--- src/rtl/tt_sched_pkg.sv ---
package tt_sched_pkg;
    localparam int GROUPS = 4;
    localparam int GRP_W  = 2;

    typedef enum logic [2:0] {
        CMD_NOP = 3'd0,
        CMD_ACT = 3'd1,
        CMD_RD  = 3'd2,
        CMD_WR  = 3'd3,
        CMD_PRE = 3'd4
    } cmd_e;

    typedef enum logic [1:0] {
        K_IDLE,
        K_READ,
        K_WRITE,
        K_REFRESH
    } kind_e;

    typedef enum logic [1:0] {
        ST_ACT,
        ST_RCD,
        ST_CAS,
        ST_TAIL
    } slot_st_e;
endpackage

--- src/rtl/tt_rotor.sv ---
module tt_rotor
    import tt_sched_pkg::*;
#(
    parameter int SLOT_LEN = 4,
    parameter int T_RCD    = 2
) (
    input  logic             clk,
    input  logic             rst,
    output slot_st_e         state_o,
    output logic [GRP_W-1:0] grp_o,
    output logic [GRP_W-1:0] nxt_grp_o,
    output logic             enter_o
);
    localparam int TAIL      = SLOT_LEN - T_RCD - 1;
    localparam int CNT_W     = $clog2(SLOT_LEN + 1);
    localparam int RCD_LOAD  = (T_RCD > 1) ? T_RCD - 2 : 0;
    localparam int TAIL_LOAD = (TAIL > 0) ? TAIL - 1 : 0;

    slot_st_e         state, state_n;
    logic [CNT_W-1:0] left, left_n;
    logic [GRP_W-1:0] grp, grp_n;

    always_comb begin
        state_n = state;
        left_n  = left;
        grp_n   = grp;
        unique case (state)
            ST_ACT: begin
                if (T_RCD > 1) begin
                    state_n = ST_RCD;
                    left_n  = CNT_W'(RCD_LOAD);
                end else begin
                    state_n = ST_CAS;
                end
            end
            ST_RCD: begin
                if (left == '0) state_n = ST_CAS;
                else            left_n  = left - 1'b1;
            end
            ST_CAS: begin
                state_n = ST_TAIL;
                left_n  = CNT_W'(TAIL_LOAD);
            end
            ST_TAIL: begin
                if (left == '0) begin
                    state_n = ST_ACT;
                    grp_n   = grp + 1'b1;
                end else begin
                    left_n = left - 1'b1;
                end
            end
        endcase
    end

    always_ff @(posedge clk) begin
        if (rst) begin
            state <= ST_TAIL;
            left  <= '0;
            grp   <= GRP_W'(GROUPS - 1);
        end else begin
            state <= state_n;
            left  <= left_n;
            grp   <= grp_n;
        end
    end

    assign state_o   = state;
    assign grp_o     = grp;
    assign nxt_grp_o = grp + 1'b1;
    assign enter_o   = (state == ST_TAIL) && (left == '0);
endmodule

--- src/rtl/tt_refresh.sv ---
module tt_refresh
    import tt_sched_pkg::*;
#(
    parameter int ROW_W = 14
) (
    input  logic             clk,
    input  logic             rst,
    input  logic             ref_req,
    input  logic             consume,
    input  logic [GRP_W-1:0] sel_grp,
    output logic             pend_o,
    output logic [ROW_W-1:0] row_o
);
    logic             pend;
    logic [ROW_W-1:0] rows [GROUPS];

    always_ff @(posedge clk) begin
        if (rst) pend <= 1'b0;
        else     pend <= (pend & ~consume) | ref_req;
    end

    for (genvar g = 0; g < GROUPS; g++) begin : g_row
        always_ff @(posedge clk) begin
            if (rst)
                rows[g] <= '0;
            else if (consume && (sel_grp == GRP_W'(g)))
                rows[g] <= rows[g] + 1'b1;
        end
    end

    assign pend_o = pend;
    assign row_o  = rows[sel_grp];
endmodule

--- src/rtl/tt_rdret.sv ---
module tt_rdret
    import tt_sched_pkg::*;
#(
    parameter int DATA_W = 32,
    parameter int RD_LAT = 3
) (
    input  logic              clk,
    input  logic              rst,
    input  logic              issue,
    input  logic [GRP_W-1:0]  grp,
    input  logic [DATA_W-1:0] dq_in,
    output logic [GROUPS-1:0] rd_valid,
    output logic [DATA_W-1:0] rd_data
);
    logic [RD_LAT-1:0] v_sr;
    logic [GRP_W-1:0]  g_sr [RD_LAT];

    always_ff @(posedge clk) begin
        if (rst) begin
            v_sr <= '0;
            for (int i = 0; i < RD_LAT; i++) g_sr[i] <= '0;
        end else begin
            for (int i = RD_LAT - 1; i > 0; i--) begin
                v_sr[i] <= v_sr[i-1];
                g_sr[i] <= g_sr[i-1];
            end
            v_sr[0] <= issue;
            g_sr[0] <= grp;
        end
    end

    always_ff @(posedge clk) begin
        if (rst) begin
            rd_valid <= '0;
            rd_data  <= '0;
        end else begin
            rd_valid <= '0;
            if (v_sr[RD_LAT-1]) begin
                rd_valid[g_sr[RD_LAT-1]] <= 1'b1;
                rd_data                  <= dq_in;
            end
        end
    end
endmodule

--- src/rtl/tt_bank_sched.sv ---
module tt_bank_sched
    import tt_sched_pkg::*;
#(
    parameter int ROW_W    = 14,
    parameter int COL_W    = 10,
    parameter int DATA_W   = 32,
    parameter int BANK_W   = 3,
    parameter int SLOT_LEN = 4,
    parameter int T_RCD    = 2,
    parameter int RD_LAT   = 3,
    localparam int ADDR_W  = (ROW_W > COL_W) ? ROW_W : COL_W
) (
    input  logic                     clk,
    input  logic                     rst,
    input  logic [3:0]               req_valid,
    input  logic [3:0]               req_write,
    input  logic [4*ROW_W-1:0]       req_row,
    input  logic [4*COL_W-1:0]       req_col,
    input  logic [4*DATA_W-1:0]      req_wdata,
    input  logic                     ref_req,
    output logic [3:0]               req_take,
    output logic [3:0]               rd_valid,
    output logic [DATA_W-1:0]        rd_data,
    output logic [2:0]               cmd_o,
    output logic                     cmd_rank,
    output logic [BANK_W-1:0]        cmd_bank,
    output logic [ADDR_W-1:0]        cmd_addr,
    output logic                     cmd_ap,
    output logic [DATA_W-1:0]        dq_out,
    output logic                     dq_oe,
    input  logic [DATA_W-1:0]        dq_in
);
    slot_st_e          state;
    logic [GRP_W-1:0]  grp, nxt_grp;
    logic              enter;
    logic              ref_pend;
    logic [ROW_W-1:0]  ref_row;
    logic              consume;

    kind_e             kind_q;
    logic [ROW_W-1:0]  row_q;
    logic [COL_W-1:0]  col_q;
    logic [DATA_W-1:0] wdata_q;
    logic [3:0]        take_q;
    cmd_e              cmd;

    tt_rotor #(.SLOT_LEN(SLOT_LEN), .T_RCD(T_RCD)) u_rotor (
        .clk(clk), .rst(rst), .state_o(state), .grp_o(grp),
        .nxt_grp_o(nxt_grp), .enter_o(enter)
    );

    assign consume = enter & ref_pend;

    tt_refresh #(.ROW_W(ROW_W)) u_refresh (
        .clk(clk), .rst(rst), .ref_req(ref_req), .consume(consume),
        .sel_grp(nxt_grp), .pend_o(ref_pend), .row_o(ref_row)
    );

    // slot contents are fixed on the edge that enters ST_ACT
    always_ff @(posedge clk) begin
        if (rst) begin
            kind_q  <= K_IDLE;
            row_q   <= '0;
            col_q   <= '0;
            wdata_q <= '0;
            take_q  <= '0;
        end else begin
            take_q <= '0;
            if (enter) begin
                if (ref_pend) begin
                    kind_q <= K_REFRESH;
                    row_q  <= ref_row;
                end else if (req_valid[nxt_grp]) begin
                    kind_q          <= req_write[nxt_grp] ? K_WRITE : K_READ;
                    row_q           <= req_row[nxt_grp*ROW_W +: ROW_W];
                    col_q           <= req_col[nxt_grp*COL_W +: COL_W];
                    wdata_q         <= req_wdata[nxt_grp*DATA_W +: DATA_W];
                    take_q[nxt_grp] <= 1'b1;
                end else begin
                    kind_q <= K_IDLE;
                end
            end
        end
    end

    always_comb begin
        cmd      = CMD_NOP;
        cmd_addr = '0;
        cmd_ap   = 1'b0;
        dq_oe    = 1'b0;
        dq_out   = '0;
        unique case (state)
            ST_ACT: begin
                if (kind_q != K_IDLE) begin
                    cmd      = CMD_ACT;
                    cmd_addr = ADDR_W'(row_q);
                end
            end
            ST_CAS: begin
                unique case (kind_q)
                    K_READ: begin
                        cmd      = CMD_RD;
                        cmd_addr = ADDR_W'(col_q);
                        cmd_ap   = 1'b1;
                    end
                    K_WRITE: begin
                        cmd      = CMD_WR;
                        cmd_addr = ADDR_W'(col_q);
                        cmd_ap   = 1'b1;
                        dq_oe    = 1'b1;
                        dq_out   = wdata_q;
                    end
                    K_REFRESH: cmd = CMD_PRE;
                    K_IDLE:    cmd = CMD_NOP;
                endcase
            end
            ST_RCD, ST_TAIL: cmd = CMD_NOP;
        endcase
    end

    assign cmd_o    = cmd;
    assign cmd_rank = grp[0];
    assign cmd_bank = BANK_W'(grp[1]);
    assign req_take = take_q;

    tt_rdret #(.DATA_W(DATA_W), .RD_LAT(RD_LAT)) u_rdret (
        .clk(clk), .rst(rst),
        .issue((state == ST_CAS) && (kind_q == K_READ)),
        .grp(grp), .dq_in(dq_in), .rd_valid(rd_valid), .rd_data(rd_data)
    );
endmodule

--- config.mk ---
export PLATFORM = sky130hd
export DESIGN_NAME = tt_bank_sched
export DESIGN_NICKNAME = d
export VERILOG_FILES = /design/src/rtl/tt_sched_pkg.sv /design/src/rtl/tt_rotor.sv /design/src/rtl/tt_refresh.sv /design/src/rtl/tt_rdret.sv /design/src/rtl/tt_bank_sched.sv
export SDC_FILE = /design/constraint.sdc
export NUM_CORES = 1
export LEC_CHECK = 0
export ABC_AREA = 1
export BUFFER_PORTS_ARGS = -buffer_cell sky130_fd_sc_hd__buf_2
export CAP_MARGIN = 20
export CORE_MARGIN = 2
export CORE_UTILIZATION = 36
export CTS_BUF_LIST = sky130_fd_sc_hd__clkbuf_2
export CTS_CLUSTER_SIZE = 14
export DETAILED_ROUTE_END_ITERATION = 12
export GPL_TIMING_DRIVEN = 0
export PLACE_DENSITY = 0.72
export SYNTH_ARGS = -nofsm -noshare
export SYNTH_HDL_FRONTEND = slang
export SYNTH_SLANG_ARGS = --single-unit
--- constraint.sdc ---
create_clock -name clk -period 8 [get_ports clk]
set_input_delay 1.6 -clock clk [delete_from_list [all_inputs] [get_ports clk]]
set_output_delay 1.6 -clock clk [all_outputs]
set_load 0.01 [all_outputs]
# Yosys cells after proc, flatten, opt, wreduce, memory -nomap -nowiden
# Memories as Yosys holds them, arrays and structs flattened.
# Cells that the tools add are included.
[totals] reg_bits=109 mem_bits_rw=62 inputBits=267 wordCells=131 n_memories=2
[op_classes] addsub=6 n_mul=2 magnitude_cmp=4 eq_ne=12 shifts=3 n_mux=52 bitwise_logic=15 reduce_logical=23
[memory_table] memory="u_refresh.rows" depth=4 word_bits=14 rd=5 rd_clocked_by_memory_dff=0 wr=4 line_no="tt_refresh.sv:15" text="logic [ROW_W-1:0] rows [GROUPS];"
[memory_table] memory="u_rdret.g_sr" depth=3 word_bits=2 rd=3 rd_clocked_by_memory_dff=0 wr=3 line_no="tt_rdret.sv:16" text="logic [GRP_W-1:0] g_sr [RD_LAT];"
[op_table] op="128-bit by 8-bit variable part select with 32-bit output" count=1
[op_table] op="14-bit 2-to-1 mux" count=7
[op_table] op="32-bit 2-to-1 mux" count=2
[op_table] op="14-bit by 1-bit adder with 14-bit output, second input constant" count=4
[op_table] op="56-bit by 7-bit variable part select with 14-bit output" count=1
[op_table] op="40-bit by 7-bit variable part select with 10-bit output" count=1
[op_table] op="14-bit case mux with 2 select lines" count=1
[op_table] op="1-bit 2-to-1 mux" count=24
[op_table] op="2-bit 2-to-1 mux" count=8
[op_table] op="2-bit equality test, second input constant" count=6
[op_table] op="3-bit case mux with 4 select lines" count=1
[op_table] op="2-bit by 3-bit multiplier with 5-bit output, second input constant" count=2
[op_table] op="10-bit 2-to-1 mux" count=1
[op_table] op="3-bit case mux with 3 select lines" count=1
[op_table] op="1-bit logical AND" count=8
[op_table] op="1-bit OR" count=8
[op_table] op="2-bit case mux with 4 select lines" count=1
[op_table] op="2-bit OR reduction" count=4
[op_table] op="2-bit by 1-bit equality test with 1-bit output, second input constant" count=3
[op_table] op="2-bit logical NOT" count=3
[op_table] op="2-bit by 3-bit < comparator with 1-bit output, second input constant" count=2
[op_table] op="3-bit case mux with 2 select lines" count=1
[op_table] op="2-bit AND reduction" count=3
[op_table] op="1-bit inverter" count=5
[op_table] op="13 further kinds" count=19

# Longest topological paths before layout
[depth] depth_word=8 mapped_depth=14 ltp_nobuf=10

# Hierarchy
# Synthesis repeated with hierarchy kept, for this count alone.
[hier_totals] hier_cells=1751 hier_area_um2=10730.3
[by_module_without_submodules] module="tt_bank_sched" instances=1 cells_per_inst=985 area_each_um2=5017.3 seq_area_each_um2=1241.2
[by_module_without_submodules] module="tt_refresh" instances=1 cells_per_inst=461 area_each_um2=3558.4 seq_area_each_um2=1701.6
[by_module_without_submodules] module="tt_rdret" instances=1 cells_per_inst=246 area_each_um2=1707.9 seq_area_each_um2=900.9
[by_module_without_submodules] module="tt_rotor" instances=1 cells_per_inst=59 area_each_um2=446.7 seq_area_each_um2=140.1

# Least setup slack after synthesis
# Ideal clock, no wire load.
[synth_timing] kind="in2reg" from="input rst" to="memory u_refresh.rows[3][0], enable pin" setup_ns=0.440 arrival_time_ns=2.850 required_ns=7.560 setup_slack_ns=4.710 stages=6 path_buffers=4 path_cell_list="buf_2 -> inv_1 -> buf_2 -> buf_2 -> buf_2 -> o21ai_0"
[synth_rtl] item="from (decl)" line_no="tt_bank_sched.sv:14" text="input logic rst,"
[synth_rtl] item="to (decl)" line_no="tt_refresh.sv:15"

# Final worst setup path
[layout_timing] from="register u_rotor.state[0] (netlist: u_rotor.state_o[0])" to="output dq_out[3]"
[layout_via] elab_chain_cells=2
[layout_lines] item="from (decl)" line_no="tt_rotor.sv:19" text="slot_st_e state, state_n;"
[layout_lines] item="from (signal assigned)" line_no="tt_rotor.sv:61" text="state <= state_n;"
[layout_lines] item="2-bit equality test" line_no="tt_bank_sched.sv:92" text="unique case (state)"
[layout_lines] item="32-bit 2-to-1 mux" line_no="tt_bank_sched.sv:92"
[layout_lines] item="to (decl)" line_no="tt_bank_sched.sv:29" text="output logic [DATA_W-1:0] dq_out,"
# No other way between the ends.

==> qor.txt <==
status: finished clean
CTS root buffer: clkbuf_2
Port Buffers: 358
Syn Inst Count: 1541
main area contributors after synthesis: dfxtp_1, edfxtp_1, nor2_1, nand2_1, o21ai_0
Avg Synthesized Cell Area: 6.549 um^2
initial core utilization: 36.43%
Max-Slew Margin vs Limit: 42.09%
final worst slack: 3682 ps
DRC viols: 0
Psw: 2.077 mW
Comb pwr share: 59.4%
max incr delay on CP: 450 ps
Hold/Removal Path Class: flip-flop to flip-flop
DR pass1 iterations: 7
distinct cell type count after synthesis: 31
Peak VDD IR: 0.1669 mV
layout cells sized above 1: 23.09%
Area Growth Syn to Fin: 25.11%
Total GRT Usage: 25.90%
Pint: 1.904 mW
Leak: 6.417 nW
Clock Sinks: 171
share of the synthesized area in the top cell type: 22.81%
period utilisation layout: 53.98%
Startpoint Class: flip-flop
ys async rst share: 0%
Inserted Clock Buffers: 17
H-tree levels: 4
Setup WS pre-CTS: 4386 ps
top_reg_cell synth: dfxtp_1
post-route cell area: 12630 um^2
Slew Limit Fails: 0
switch share: 52.17%
dominant cell type by area after synthesis: dfxtp_1
largest net degree at the start of global routing: 18
Post-Route WL: 39310 um
Clock Skew: 43.34 ps
global route overflow: 0
Final Hold Violating Endpoints: 0
RSZ-0062 raised after global routing: false
RR Startpoint: u_rotor.grp_o[0]$_SDFFE_PP1P_
Nets: 2210
Core ar.: 27710 um^2
YS warnings: 0
WHS Endpoint: u_rdret.g_sr[0][3]$_SDFF_PP0_
worst reg2reg path endpoint: row_q[12]$_SDFFE_PP0P_
Yosys reg bits: 171
critical path's slowest cell: dfxtp_1
Area after DPL: 12400 um^2
WHS: 426.5 ps
post-synthesis sequential area ratio: 39.47%
WL/cell: 16.97 um
total negative setup slack: 0 ps
Layout Cells excl Fill: 2317
clk buf depth: 2
Slew @ Worst Pin: 868.7 ps
vias: 11620
R2R Setup Slk: 4440 ps
GP Congestion: 0.9575
crit path capture type: output port
P per Cell Area: 315.3 nW/um^2
Die ar.: 29390 um^2
Max Cap Viol: 0
Hold Path Origin: u_rdret.g_sr[0][1]$_SDFF_PP0_
initial antenna violation count: 4
Via density: 5.016
Placed Cells: 2282
Post-CTS Hold Buffers: 0
EDFF count, synth: 56
Reg power frac: 29.3%
Resized cells post-CTS: 0
Data arrival, critical path: 2720 ps
# setup viols final: 0
Post-DRT Antenna Nets: 0
worst hold path depth: 2
clock transition at the registers of the reported paths: 280 ps
total power draw: 3.980 mW
Final HPWL DP: 30990 um
CP max FO: 10
vias in the first global route: 10860
clock share of power: 11.3%
first-pass GRT wire length: 58080 um
Reg2Reg Depth: 12
fillers: 2934
min Tclk post-route: 4318 ps
worst path cell trace: inv_1 -> ha_1 -> nand2_1 -> clkbuf_1 -> nor2_1 -> buf_2
initial DRC count: 933
Worst-Skew Late Latency: 770 ps
Die Ht: 171.4 um
worst setup path category: flip-flop to output port
Critical Path RT: 6400 ps
Final Util: 45.57%
Die W: 171.4 um
CTS tree: yes
Setup Fix Bufs, Post-CTS: 0
Max Fclk: 231.6 MHz
IO Pins: 362
# rows: 61
Mapped Area: 10090 um^2
[area by class of cell]
| cell class | count | area [um^2] | area share [%] |
|---|---|---|---|
| Multi-Input combinational cell | 1114 | 5062 | 40.10 |
| Sequential cell | 171 | 3984 | 31.55 |
| Timing Repair Buffer | 362 | 1829 | 14.49 |
| Inverter | 166 | 623.1 | 4.935 |
| Tap cell | 378 | 473.0 | 3.746 |
| Buffer | 91 | 426.7 | 3.379 |
| Clock inverter | 14 | 130.1 | 1.031 |
| Clock buffer | 18 | 90.09 | 0.7135 |
| Antenna cell | 3 | 7.507 | 0.05946 |
[critical path: cells and delay by family, from the launching register on]
family,cells,cell delay (ps)
flip-flops,1,450
adder cells (fa/ha/maj),1,280
buffers and inverters,3,710
AND/OR/NAND/NOR,2,550
[cells in the mapped netlist (6+ instances only)]
master,instances
nor2_1,372
nand2_1,325
inv_1,161
o21ai_0,136
nand3_1,124
dfxtp_1,115
edfxtp_1,56
o22ai_1,52
clkbuf_1,40
buf_2,32
a21oi_1,21
ha_1,20
nor3_1,15
xor2_1,11
buf_1,10
nand4_1,10
xnor2_1,8
buf_4,6
[per-layer routing]
metal  share of wire (%)  GRT usage, %  vias up
met2                  46         43.11      590
met3                 7.7         5.016      105
met1                  41         31.82     5248
met4                 5.2         13.30        2
li1                    -             -     5676
met5               0.028             0        -
[worst max path at each step]
| stage | start | endpoint | slack (ps) | cells after the start |
|---|---|---|---|---|
| after floorplan | rst | u_refresh.rows[3][0]$_SDFFCE_PN0P_ | 4710 | 6 |
| after global placement | rst | u_refresh.rows[0][1]$_SDFFCE_PN0P_ | 3860 | 6 |
| after detailed placement | rst | u_refresh.rows[1][2]$_SDFFCE_PN0P_ | 4390 | 7 |
| after CTS | u_rotor.state_o[0]$_SDFFE_PP1P_ | dq_out[3] | 3670 | 6 |
| after global routing | u_rotor.state_o[0]$_SDFFE_PP1P_ | dq_out[3] | 3520 | 6 |
| final | u_rotor.state_o[0]$_SDFFE_PP1P_ | dq_out[3] | 3680 | 6 |
[placed cells by master, fill, tap and decap left out, drive strengths merged, types with 6 or more instances in the layout]
cell,count
a21oi,21
buf,413
clkbuf,58
clkinv,6
dfxtp,115
edfxtp,56
ha,20
inv,173
nand2,327
nand3,128
nand4,10
nor2,373
nor3,16
o21ai,136
o22ai,52
xnor2,8
xor2,11
[cells by family (layout without fill, tap and decap cells)]
family / Yosys count / in the layout / share of synthesized area, %
fa+ha+maj: 20 / 20 / 2.480
buf+inv: 257 / 651 / 10.40
xor+xnor: 19 / 19 / 1.649
compound gates: 215 / 215 / 11.43
flops: 171 / 171 / 39.47
simple gates: 858 / 858 / 34.53
other cells: 1 / 5 / 0.03716
[flip-flops by register name, indices dropped and copies added, names as in the netlist]
signal,count
u_refresh.rows,56
u_rdret.rd_data,32
wdata_q,32
row_q,14
col_q,10
u_rdret.g_sr,6
req_take,4
u_rdret.rd_valid,4
u_rdret.v_sr,3
u_rotor.left,3
kind_q,2
u_rotor.grp_o,2
u_rotor.state_o,2
u_refresh.pend_o,1
[power by group through the flow]
stage                     clock (mW)  sequential [mW]  combinational [mW]
after global placement             0             1.18                2.27
final                          0.450             1.17                2.36
after floorplan                    0             1.17                1.53
after global routing           0.491             1.19                2.63
after detailed placement           0             1.19                2.30
after CTS                      0.458             1.17                2.32
No activity file was read; power rests on OpenSTA's default activity.
